**config.mk**
```make
export PLATFORM = sky130hd
export DESIGN_NAME = serial_cfg_rom
export DESIGN_NICKNAME = d
export VERILOG_FILES = /design/src/rtl/scr_pkg.sv /design/src/rtl/scr_polarity.sv /design/src/rtl/scr_pointer.sv /design/src/rtl/scr_image.sv /design/src/rtl/scr_out.sv /design/src/rtl/serial_cfg_rom.sv
export SDC_FILE = /design/constraint.sdc
export NUM_CORES = 1
export LEC_CHECK = 0
export ABC_CLOCK_PERIOD_IN_PS = 1600
export BUFFER_PORTS_ARGS = -buffer_cell sky130_fd_sc_hd__buf_2
export CORE_AREA = 2 2 39 41
export DETAILED_ROUTE_END_ITERATION = 10
export DIE_AREA = 0 0 41 43
export MAX_ROUTING_LAYER = met4
export PLACE_DENSITY = 0.46
export SYNTH_ARGS = -nofsm -noshare
export SYNTH_HDL_FRONTEND = slang
export SYNTH_SLANG_ARGS = --single-unit
export TNS_END_PERCENT = 30
```
**constraint.sdc**
```tcl
create_clock -name clk -period 1.6 [get_ports clk]
set_input_delay 0.32 -clock clk [delete_from_list [all_inputs] [get_ports clk]]
set_output_delay 0.32 -clock clk [all_outputs]
set_load 0.03 [all_outputs]
```
**src/rtl/scr_pkg.sv**
```systemverilog
package scr_pkg;

  // Index of the word that holds stream position pos.
  function automatic int unsigned word_of(input int unsigned pos, input int unsigned wbits);
    return pos / wbits;
  endfunction

  // Bit inside that word; MSB leaves first.
  function automatic int unsigned lane_of(input int unsigned pos, input int unsigned wbits);
    return (wbits - 1) - (pos % wbits);
  endfunction

  // Flat position inside the packed image vector.
  function automatic int unsigned flat_of(input int unsigned pos, input int unsigned wbits);
    return word_of(pos, wbits) * wbits + lane_of(pos, wbits);
  endfunction

endpackage

```
**src/rtl/scr_polarity.sv**
```systemverilog
module scr_polarity #(
  parameter bit RST_ACTIVE_HIGH = 1'b1
) (
  input  logic pin,
  output logic rst_act,
  output logic oe_act
);
  generate
    if (RST_ACTIVE_HIGH) begin : g_high
      assign rst_act = pin;
    end else begin : g_low
      assign rst_act = ~pin;
    end
  endgenerate

  assign oe_act = ~rst_act;
endmodule

```
**src/rtl/scr_pointer.sv**
```systemverilog
module scr_pointer #(
  parameter int unsigned TOTAL = 32,
  localparam int unsigned AW = (TOTAL > 2) ? $clog2(TOTAL) : 1,
  localparam logic [AW-1:0] LAST = AW'(TOTAL - 1)
) (
  input  logic          clk,
  input  logic          rst_act,
  input  logic          step,
  output logic [AW-1:0] ptr,
  output logic          at_last,
  output logic          done
);
  assign at_last = (ptr == LAST);

  always_ff @(posedge clk or posedge rst_act) begin
    if (rst_act) begin
      ptr  <= '0;
      done <= 1'b0;
    end else if (step) begin
      if (at_last) begin
        done <= 1'b1;
      end else begin
        ptr <= ptr + 1'b1;
      end
    end
  end

  AST_ADVANCE_ONE: assert property (@(posedge clk) disable iff (rst_act)
    step && !at_last |=> ptr == $past(ptr) + 1'b1);
  AST_HOLD_IDLE: assert property (@(posedge clk) disable iff (rst_act)
    !step |=> $stable(ptr) && $stable(done));
  AST_FINISH_AT_LAST: assert property (@(posedge clk) disable iff (rst_act)
    step && at_last |=> done);
  AST_FINISH_STICKY: assert property (@(posedge clk) disable iff (rst_act)
    done |=> done);
endmodule

```
**src/rtl/scr_image.sv**
```systemverilog
module scr_image
  import scr_pkg::*;
#(
  parameter int unsigned WORD_W = 8,
  parameter int unsigned WORDS  = 4,
  localparam int unsigned TOTAL = WORD_W * WORDS,
  localparam int unsigned AW = (TOTAL > 2) ? $clog2(TOTAL) : 1,
  parameter logic [TOTAL-1:0] IMAGE = '0
) (
  input  logic [AW-1:0] ptr,
  output logic          bit_val
);
  logic [WORD_W-1:0] words [WORDS];

  generate
    for (genvar i = 0; i < WORDS; i++) begin : g_word
      assign words[i] = IMAGE[i*WORD_W +: WORD_W];
    end
  endgenerate

  always_comb begin
    bit_val = 1'b0;
    for (int unsigned p = 0; p < TOTAL; p++) begin
      if (ptr == AW'(p)) begin
        bit_val = words[word_of(p, WORD_W)][lane_of(p, WORD_W)];
      end
    end
  end
endmodule

```
**src/rtl/scr_out.sv**
```systemverilog
module scr_out (
  input  logic en,
  input  logic oe_act,
  input  logic done,
  input  logic bit_val,
  output logic drv,
  output logic dout
);
  assign drv  = en & oe_act & ~done;
  assign dout = drv & bit_val;

  always_comb begin
    if (done) begin
      AST_QUIET_WHEN_DONE: assert (!drv);
    end
    if (!oe_act) begin
      AST_QUIET_IN_RESET: assert (!drv);
    end
  end
endmodule

```
**src/rtl/serial_cfg_rom.sv**
```systemverilog
module serial_cfg_rom #(
  parameter int unsigned WORD_W = 8,
  parameter int unsigned WORDS  = 4,
  parameter bit RST_ACTIVE_HIGH = 1'b1,
  localparam int unsigned TOTAL = WORD_W * WORDS,
  localparam int unsigned AW = (TOTAL > 2) ? $clog2(TOTAL) : 1,
  parameter logic [TOTAL-1:0] IMAGE = '0
) (
  input  logic clk,
  input  logic rst_oe,
  input  logic en_in,
  output logic data_out,
  output logic data_drv,
  output logic casc_out
);
  logic          rst_act;
  logic          oe_act;
  logic          step;
  logic [AW-1:0] ptr;
  logic          at_last;
  logic          done;
  logic          bit_val;

  scr_polarity #(.RST_ACTIVE_HIGH(RST_ACTIVE_HIGH)) u_pol (
    .pin(rst_oe), .rst_act(rst_act), .oe_act(oe_act)
  );

  assign step = en_in & ~done;

  scr_pointer #(.TOTAL(TOTAL)) u_ptr (
    .clk(clk), .rst_act(rst_act), .step(step),
    .ptr(ptr), .at_last(at_last), .done(done)
  );

  scr_image #(.WORD_W(WORD_W), .WORDS(WORDS), .IMAGE(IMAGE)) u_img (
    .ptr(ptr), .bit_val(bit_val)
  );

  scr_out u_out (
    .en(en_in), .oe_act(oe_act), .done(done), .bit_val(bit_val),
    .drv(data_drv), .dout(data_out)
  );

  assign casc_out = done;

  always_comb begin
    if (!data_drv) begin
      AST_RELEASED_LOW: assert (!data_out);
    end
    if (casc_out) begin
      AST_HANDOFF_QUIET: assert (!data_drv);
    end
  end

  AST_CASC_RISE_AT_END: assert property (@(posedge clk) disable iff (rst_act)
    $rose(casc_out) |-> $past(at_last) && $past(en_in));
endmodule

```
Yosys cells after proc, flatten, opt, wreduce, memory -nomap -nowiden
Index checks and enable logic that the tools add are counted.
Operators by class
  add/sub/neg operators: 1
  eq/ne operators: 1
  bitwise gates (word level): 6
  reductions and logical operators: 2
Operator list (count)
  $add 5x1->5 const B: 1
  $eq 5x5->1 const B: 1
  $reduce_and 2->1: 2
  $and 1x1->1: 3
  $not 1->1: 3
Storage, ports and cells
  output and inout bits: 3
  register bits after elaboration: 6
  word-level logic and storage cells: 12

Logic depth before layout (Yosys ltp)
Gate-level depths: netlist of the first run.
  word-level depth: 3
  gate-level depth with buffers: 6
  gate-level depth less buffers: 6

Cells and area by module
Synthesis of the first run repeated with hierarchy kept, for this count alone.
Second synthesis, totals
  cell total of the unflattened synthesis: 26
  area total of the unflattened synthesis: 322.8 um^2
By module, submodules not included
  scr_pointer: cells each 19, area an instance 266.5 um^2, seq. area each 150.1 um^2, times used 1
  scr_out: cells each 2, area an instance 20.0 um^2, seq. area each 0.0 um^2, times used 1
  serial_cfg_rom: cells each 1, area an instance 13.8 um^2, seq. area each 0.0 um^2, times used 1
  scr_image: cells each 2, area an instance 11.3 um^2, seq. area each 0.0 um^2, times used 1
  scr_polarity: cells each 2, area an instance 11.3 um^2, seq. area each 0.0 um^2, times used 1

Worst setup path before layout of the first run
No wires, ideal clock.
  path type: register -> register
  from: register u_ptr.ptr[0]
  to: register u_ptr.ptr[1]
  setup time: 0.125 ns
  stages on the path, launching flop included: 6
  setup slack: -0.067 ns
  path buffers: 0
  arrival: 1.543 ns
  cell sequence: dfrtp_1 -> ha_1 -> and3_1 -> ha_1 -> nor3b_4 -> mux2_2
Between the ends
  cells in the longest elaborated chain, start to end: 3
  elaborated cells on any way between the ends: 4
  classes of those cells: 1 x add/sub; 1 x eq/ne; 1 x bitwise; 1 x reduce/logical
RTL lines
  start: declaration: RTL line scr_pointer.sv:9  | output logic [AW-1:0] ptr,
  start signal: assignment: RTL line scr_pointer.sv:23  | ptr <= ptr + 1'b1;
  parallel branches: the longest is 3 deep, another holds $add 5x1->5
Parallel ways; which one is timed is not known.
A chain may end at the register's enable or synchronous reset.

Final worst setup path of the first run
  from: register u_ptr.ptr[1]
  to: register u_ptr.ptr[4]
Same word-level chain as after synthesis.

==> reports/qor.yml, run 1 <==
gp_congestion: 0.6242
num_rows: 14
die-area_mm2: 0.001763
arrival_ns: 1.76
end_kind: "flip-flop"
grt_max_degree: 7
ctsLongestPathBuffers: 2
worstPathRequired_ns: 1.73
clock_latency_ns: 0.24
grt.total_usage_pct: 7.876
antenna_found_initial: 0
drive_above_1_share_pct: 58.06
yosysWarnings: 0
stdcell_area_um2: 400.4
fp.dieW_um: 41
hold_class: "in2async"
synth_cell_types: 14
diodes: 0
hold-worst-slack_ns: -0.005492
grt_pass1_wl_um: 821
setup_viol: 3
post-place-ws_ns: -0.08235
cp_max_fo: 5
rsz0062_at_grt: "yes"
ant_nets: 0
clk_pin_slew_ns: 0.04
utilization_pct: 28.93
placement.cell_area_um2: 362.8
synth_seq_cells: 6
max_freq_mhz: 612.7
syn_area_um2: 290.3
avgSynthCellArea_um2: 13.19
core_mm2: 0.001384
numCtsBuffers: 3
drt_iter0_drc: 3
cts_tree: "done"
htree_num_levels: 1
ir_worst_vdd_mv: 0.7536
status: "finished, violations left"
start_kind: "flip-flop"
critPathKind: "reg2reg"
violations: "hold timing, setup timing"
die_height_um: 43
r2r_cells: 5
period_needed_ns: 1.632
powerDensity_mw_per_mm2: 1995
drv_slew: 0
io_buffers: 4
rr_startpoint: "u_ptr.ptr[1]"
wire_per_inst_um: 10.32
grt-ovfl-total: 0
max_cap_violations: 0
fin_crit_sh_pct: 102.0
routed_via_density: 4.106
fin_ws_ns: -0.03223
leakagePower_uw: 0.0001884
first_global_vias: 212
drtPass1Iterations: 2
fin_skew_ns: 0.002011
syn_to_final_growth_pct: 37.93
nets: 38
drc: 0
netlist_instances: 22
finalWirelength_um: 485
cp-startpoint: "u_ptr.ptr[1]"
vias: 193
start_util_pct: 20.98
p_total_uw: 799.0
clock-sinks: 6
final_hold_viol_count: 6
synth.net_count: 27
root_buffer: "clkbuf_4"
io_pins: 6
seq_area_frac_synth_pct: 51.72
## cell usage after synthesis (all sizes together)
cell type,number,share of area (%)
a21o,1,3.0
and3,1,2.2
buf,1,2.6
conb,1,1.3
dfrtp,6,52
ha,2,8.6
inv,1,1.3
mux2,2,7.8
nand2,1,1.3
nand4,1,2.2
nor3b,2,9.1
xnor2,2,6.0
xor2,1,3.0
## final cells by class
class	count	area, um2
clock buffers	3	22.52
fillers	151	983.4
inverters	1	3.754
multi-input cells	14	161.4
flip-flops and latches	6	150.1
well taps	16	20.02
repair buffers	7	42.54
## flip-flops by register name (all words and copies together) (netlist names)
register / count
u_ptr.done: 1
u_ptr.ptr: 5
## cell usage in the layout (no fill, tap or decap), types with 2 or more instances in the layout
cell type and count:
dfrtp_1 6, buf_2 4, clkbuf_4 3, buf_4 3, mux2_4 2, xnor2_1 2
## power by group
part,switching [uW],internal (uW)
clock network,54.5,84.8
logic,145,207
registers,73.6,234
## per-stage QoR
step / setup TNS (ns) / hold slack, ns / std cells
detailed placement: -0.2340 / 0.2646 / 44
finish: -0.07491 / -0.005492 / 47
global route: -0.3915 / 0.02728 / 47
floorplan: -0.05576 / 0.1110 / 22
global placement: -0.1468 / 0.2556 / 44
CTS: -0.1005 / 0.005004 / 47
## what timing repair did
| action | CTS | global route |
|---|---|---|
| setup endpoints to repair | 5 | 5 |
| buffers inserted | 0 | 0 |
| gates resized for setup | 2 | 0 |
| hold buffers | 0 | 0 |
| pin swaps | 2 | 3 |
## path summary, 6_finish.rpt
path                                endpoint  slack, ns
worst min register to register  u_ptr.ptr[3]       0.47
max in group asynchronous         u_ptr.done       1.42
worst max-delay path            u_ptr.ptr[4]      -0.03
worst max register to register  u_ptr.ptr[4]      -0.03
worst min-delay path            u_ptr.ptr[4]     -0.005
min in group clk                  u_ptr.done       0.33
## cell families after synthesis
kind of cell,Yosys count,share of synthesized area (%)
fa+ha+maj,2,8.619
mux,2,7.758
compound gates,1,3.018
flops,6,51.72
other cells,1,1.292
simple gates,5,14.66
buf+inv,2,3.879
xor+xnor,3,9.053
## per-layer routing
metal / up-vias / share of wire (%) / track usage (%) / wire length, um
li1: 93 / - / - / -
met1: 92 / 44 / 7.566 / 214
met2: 6 / 45 / 10.94 / 217
met3: 2 / 8.0 / 3.141 / 39
met4: 0 / 2.9 / 8.000 / 14
met5: - / 0 / - / 0
## worst max-delay path, stage by stage (launching register included)
cell and delay (ns):
dfrtp_1 0.38, ha_2 0.19, and3_4 0.15, ha_4 0.16, nor3b_4 0.30, mux2_4 0.33
(Power assumes the default switching activity.)
==> inputs of run 2 (changes only) <==
- ABC_AREA: unset -> 1
- PLACE_DENSITY: 0.46 -> 0.5
==> reports/qor.yml, run 2 <==
status: "finished, violations left"
violations: "hold timing"
arrival_ns: 1.57  # -0.19 ns
post-place-ws_ns: 0.06125  # +0.1436 ns
start_kind: "flip-flop"
worstPathRequired_ns: 1.72  # about the same
gp_congestion: 0.6166  # -1.2%
dr_wl_met2_um: 366  # +69%
routed_via_density: 4.286  # +4.4%
synth_top_area_share_pct: 44.61  # -7.1 points
io_buffers: 4  # unchanged
leakagePower_uw: 0.0002078  # +10%
r2r-end: "u_ptr.ptr[4]"
io_pins: 6  # unchanged
synth_cell_types: 17  # +3
yosysWarnings: 0  # unchanged
hold-worst-slack_ns: -0.003868  # +0.001624 ns
setup_viol: 0  # -3
cts_tree: "done"
fin_ws_ns: 0.1493  # +0.1815 ns
critPathKind: "reg2reg"
seq_area_frac_synth_pct: 44.61  # -7.1 points
seq_area_um2: 150.1  # unchanged
max_freq_mhz: 689.3  # +13%
final_hold_viol_count: 3  # -3
clk_pin_slew_ns: 0.05  # about the same
max_cap_violations: 0  # unchanged
core_mm2: 0.001384  # unchanged
syn_to_final_growth_pct: 23.79
fin_tns_setup_ns: 0  # +0.07491 ns
first_global_vias: 272  # +28%
grt_pass1_wl_um: 1021  # +24%
drt_iter0_drc: 4  # +1
ant_nets: 0  # unchanged
nets: 54  # +42%
drc: 0  # unchanged
cp-startpoint: "u_ptr.ptr[0]"
rr_startpoint: "u_ptr.ptr[0]"
synth_area_leaders: "dfrtp_1 (45%), nand2_1 (14%), ha_1 (7.4%)"
drive_above_1_share_pct: 38.30  # -20 points
drv_slew: 0  # unchanged
hold_class: "in2async"
slowest_delay_ns: 0.39  # about the same
rsz0062_at_grt: "no"
cp_slowest_cell: "dfrtp_1"
wl_met1_um: 255  # +19%
ys.flop_type: "dfrtp_1"
cp_max_fo: 6  # +1
vias: 270  # +40%
synth.net_count: 44  # +63%
synth_top_area_cell: "dfrtp_1"
die-area_mm2: 0.001763  # unchanged
powerDensity_mw_per_mm2: 720.0  # -64%
fill_cells: 156  # +3.3%
grt.total_usage_pct: 9.100  # +1.2 points
synth-edff-count: 0  # unchanged
largest_register: "u_ptr.ptr"
period_needed_ns: 1.451  # -0.1815 ns
holdBufCountCts: 0  # unchanged
netlist_instances: 39  # +77%
htree_num_levels: 1  # unchanged
ir_worst_vdd_mv: 0.2273  # -70%
dp_hpwl_um: 437.5
clock_latency_ns: 0.24  # about the same
fp.dieW_um: 41  # unchanged
wl_met3_um: 22  # -44%
grt_max_degree: 7  # unchanged
fin_crit_sh_pct: 90.67  # -11 points
largest_reg_flops: 5  # unchanged
start_util_pct: 24.32  # +3.3 points
clock-sinks: 6  # unchanged
grt-ovfl-total: 0  # unchanged
multi_input_area_um2: 157.7  # -2.3%
drtPass1Iterations: 4  # +2
async_reset_ff_share_pct: 100.0  # unchanged
synthTopCellsByCount: "nand2_1 (13), dfrtp_1 (6), inv_1 (4)"
diodes: 0  # unchanged
avgSynthCellArea_um2: 8.630  # -35%
root_buffer: "clkbuf_4"
r2r_cells: 9  # +4
yosys.cell_count.top_type: "nand2_1"
wire_per_inst_um: 10.22  # -0.94%
finalWirelength_um: 644  # +33%
antenna_found_initial: 0  # unchanged
numCtsBuffers: 3  # unchanged
top_regs: "u_ptr.ptr: 5 flops, u_ptr.done: 1 flops"
r2r_slack_ns: 0.15  # +0.18 ns
top_layer: "met3"
end_kind: "flip-flop"
fin_skew_ns: 0.003785  # +0.001774 ns
num_rows: 14  # unchanged
ctsLongestPathBuffers: 2  # unchanged
layout_common_cells: "nand2_1 (13), dfrtp_1 (6), inv_1 (4), buf_2 (4), clkbuf_4 (3)"
die_height_um: 43  # unchanged
final_common_cell: "nand2_1"
crit_chain: "ha_2 -> inv_1 -> nor3_2 -> ha_2 -> inv_2 -> nand3_4 -> clkinv_4 -> nand2_1 -> nand2_1"
syn_area_um2: 336.6  # +16%
synth_seq_cells: 6  # unchanged
[run 2: worst max-delay path: cells and delay by family (launching register included)]
| family | cells | cell delay, ns |
|---|---|---|
| flops | 1 | 0.39 |
| fa+ha+maj | 2 | 0.39 |
| buf+inv | 3 | 0.20 |
| simple gates | 4 | 0.35 |
[run 2: kinds of logic after synthesis]
logic type	Yosys count	share of synthesized area, %
other cells	1	1.114
flops	6	44.61
simple gates	19	28.62
fa+ha+maj	2	7.434
compound gates	2	4.088
buf+inv	8	11.52
xor+xnor	1	2.603
[run 2: worst max path at each step]
stage,end,cells after the start
2_1_floorplan,u_ptr.ptr[3],9
4_1_cts,u_ptr.ptr[1],9
3_3_place_gp,u_ptr.ptr[3],9
3_5_place_dp,u_ptr.ptr[1],9
6_report,u_ptr.ptr[4],9
5_1_grt,u_ptr.ptr[1],9
[run 2: timing repair]
item,in CTS,in global routing
endpoints found under the setup margin,0,4
buffers inserted,0,1
endpoints found under the hold margin,0,0
resized for setup,0,3
[run 2: power breakdown]
group	leakage, uW	internal, uW	switching, uW
sequential	0.0000786	152	0
clock	0.0000138	84.8	53.2
combinational	0.000115	1.95	7.87
total	0.000208	239	61.0
[run 2: cell type report]
| class | count | area share, % |
|---|---|---|
| multi-input cells | 25 | 37.84 |
| flip-flops and latches | 6 | 36.04 |
| repair buffers | 6 | 8.408 |
| inverters | 7 | 7.508 |
| clock buffers | 3 | 5.405 |
| well taps | 16 | 4.805 |
[run 2: layer usage]
metal / global-route usage [%] / up-vias
li1: - / 134
met1: 10.78 / 126
met2: 12.50 / 10
met3: 1.571 / 0
met4: 8.000 / 0
met5: - / -
[run 2: stage by stage]
| step | utilization [%] | cells | total power (uW) | area, um2 |
|---|---|---|---|---|
| final | 30.11 | 63 | 300.0 | 416.7 |
| after global routing | 30.11 | 63 | 320.9 | 416.7 |
| after CTS | 28.84 | 62 | 306.6 | 399.1 |
| after detailed placement | 27.22 | 59 | 164.7 | 376.6 |
| after global placement | 27.22 | 59 | 164.6 | 376.6 |
| after floorplan | - | 39 | 161.9 | 336.6 |
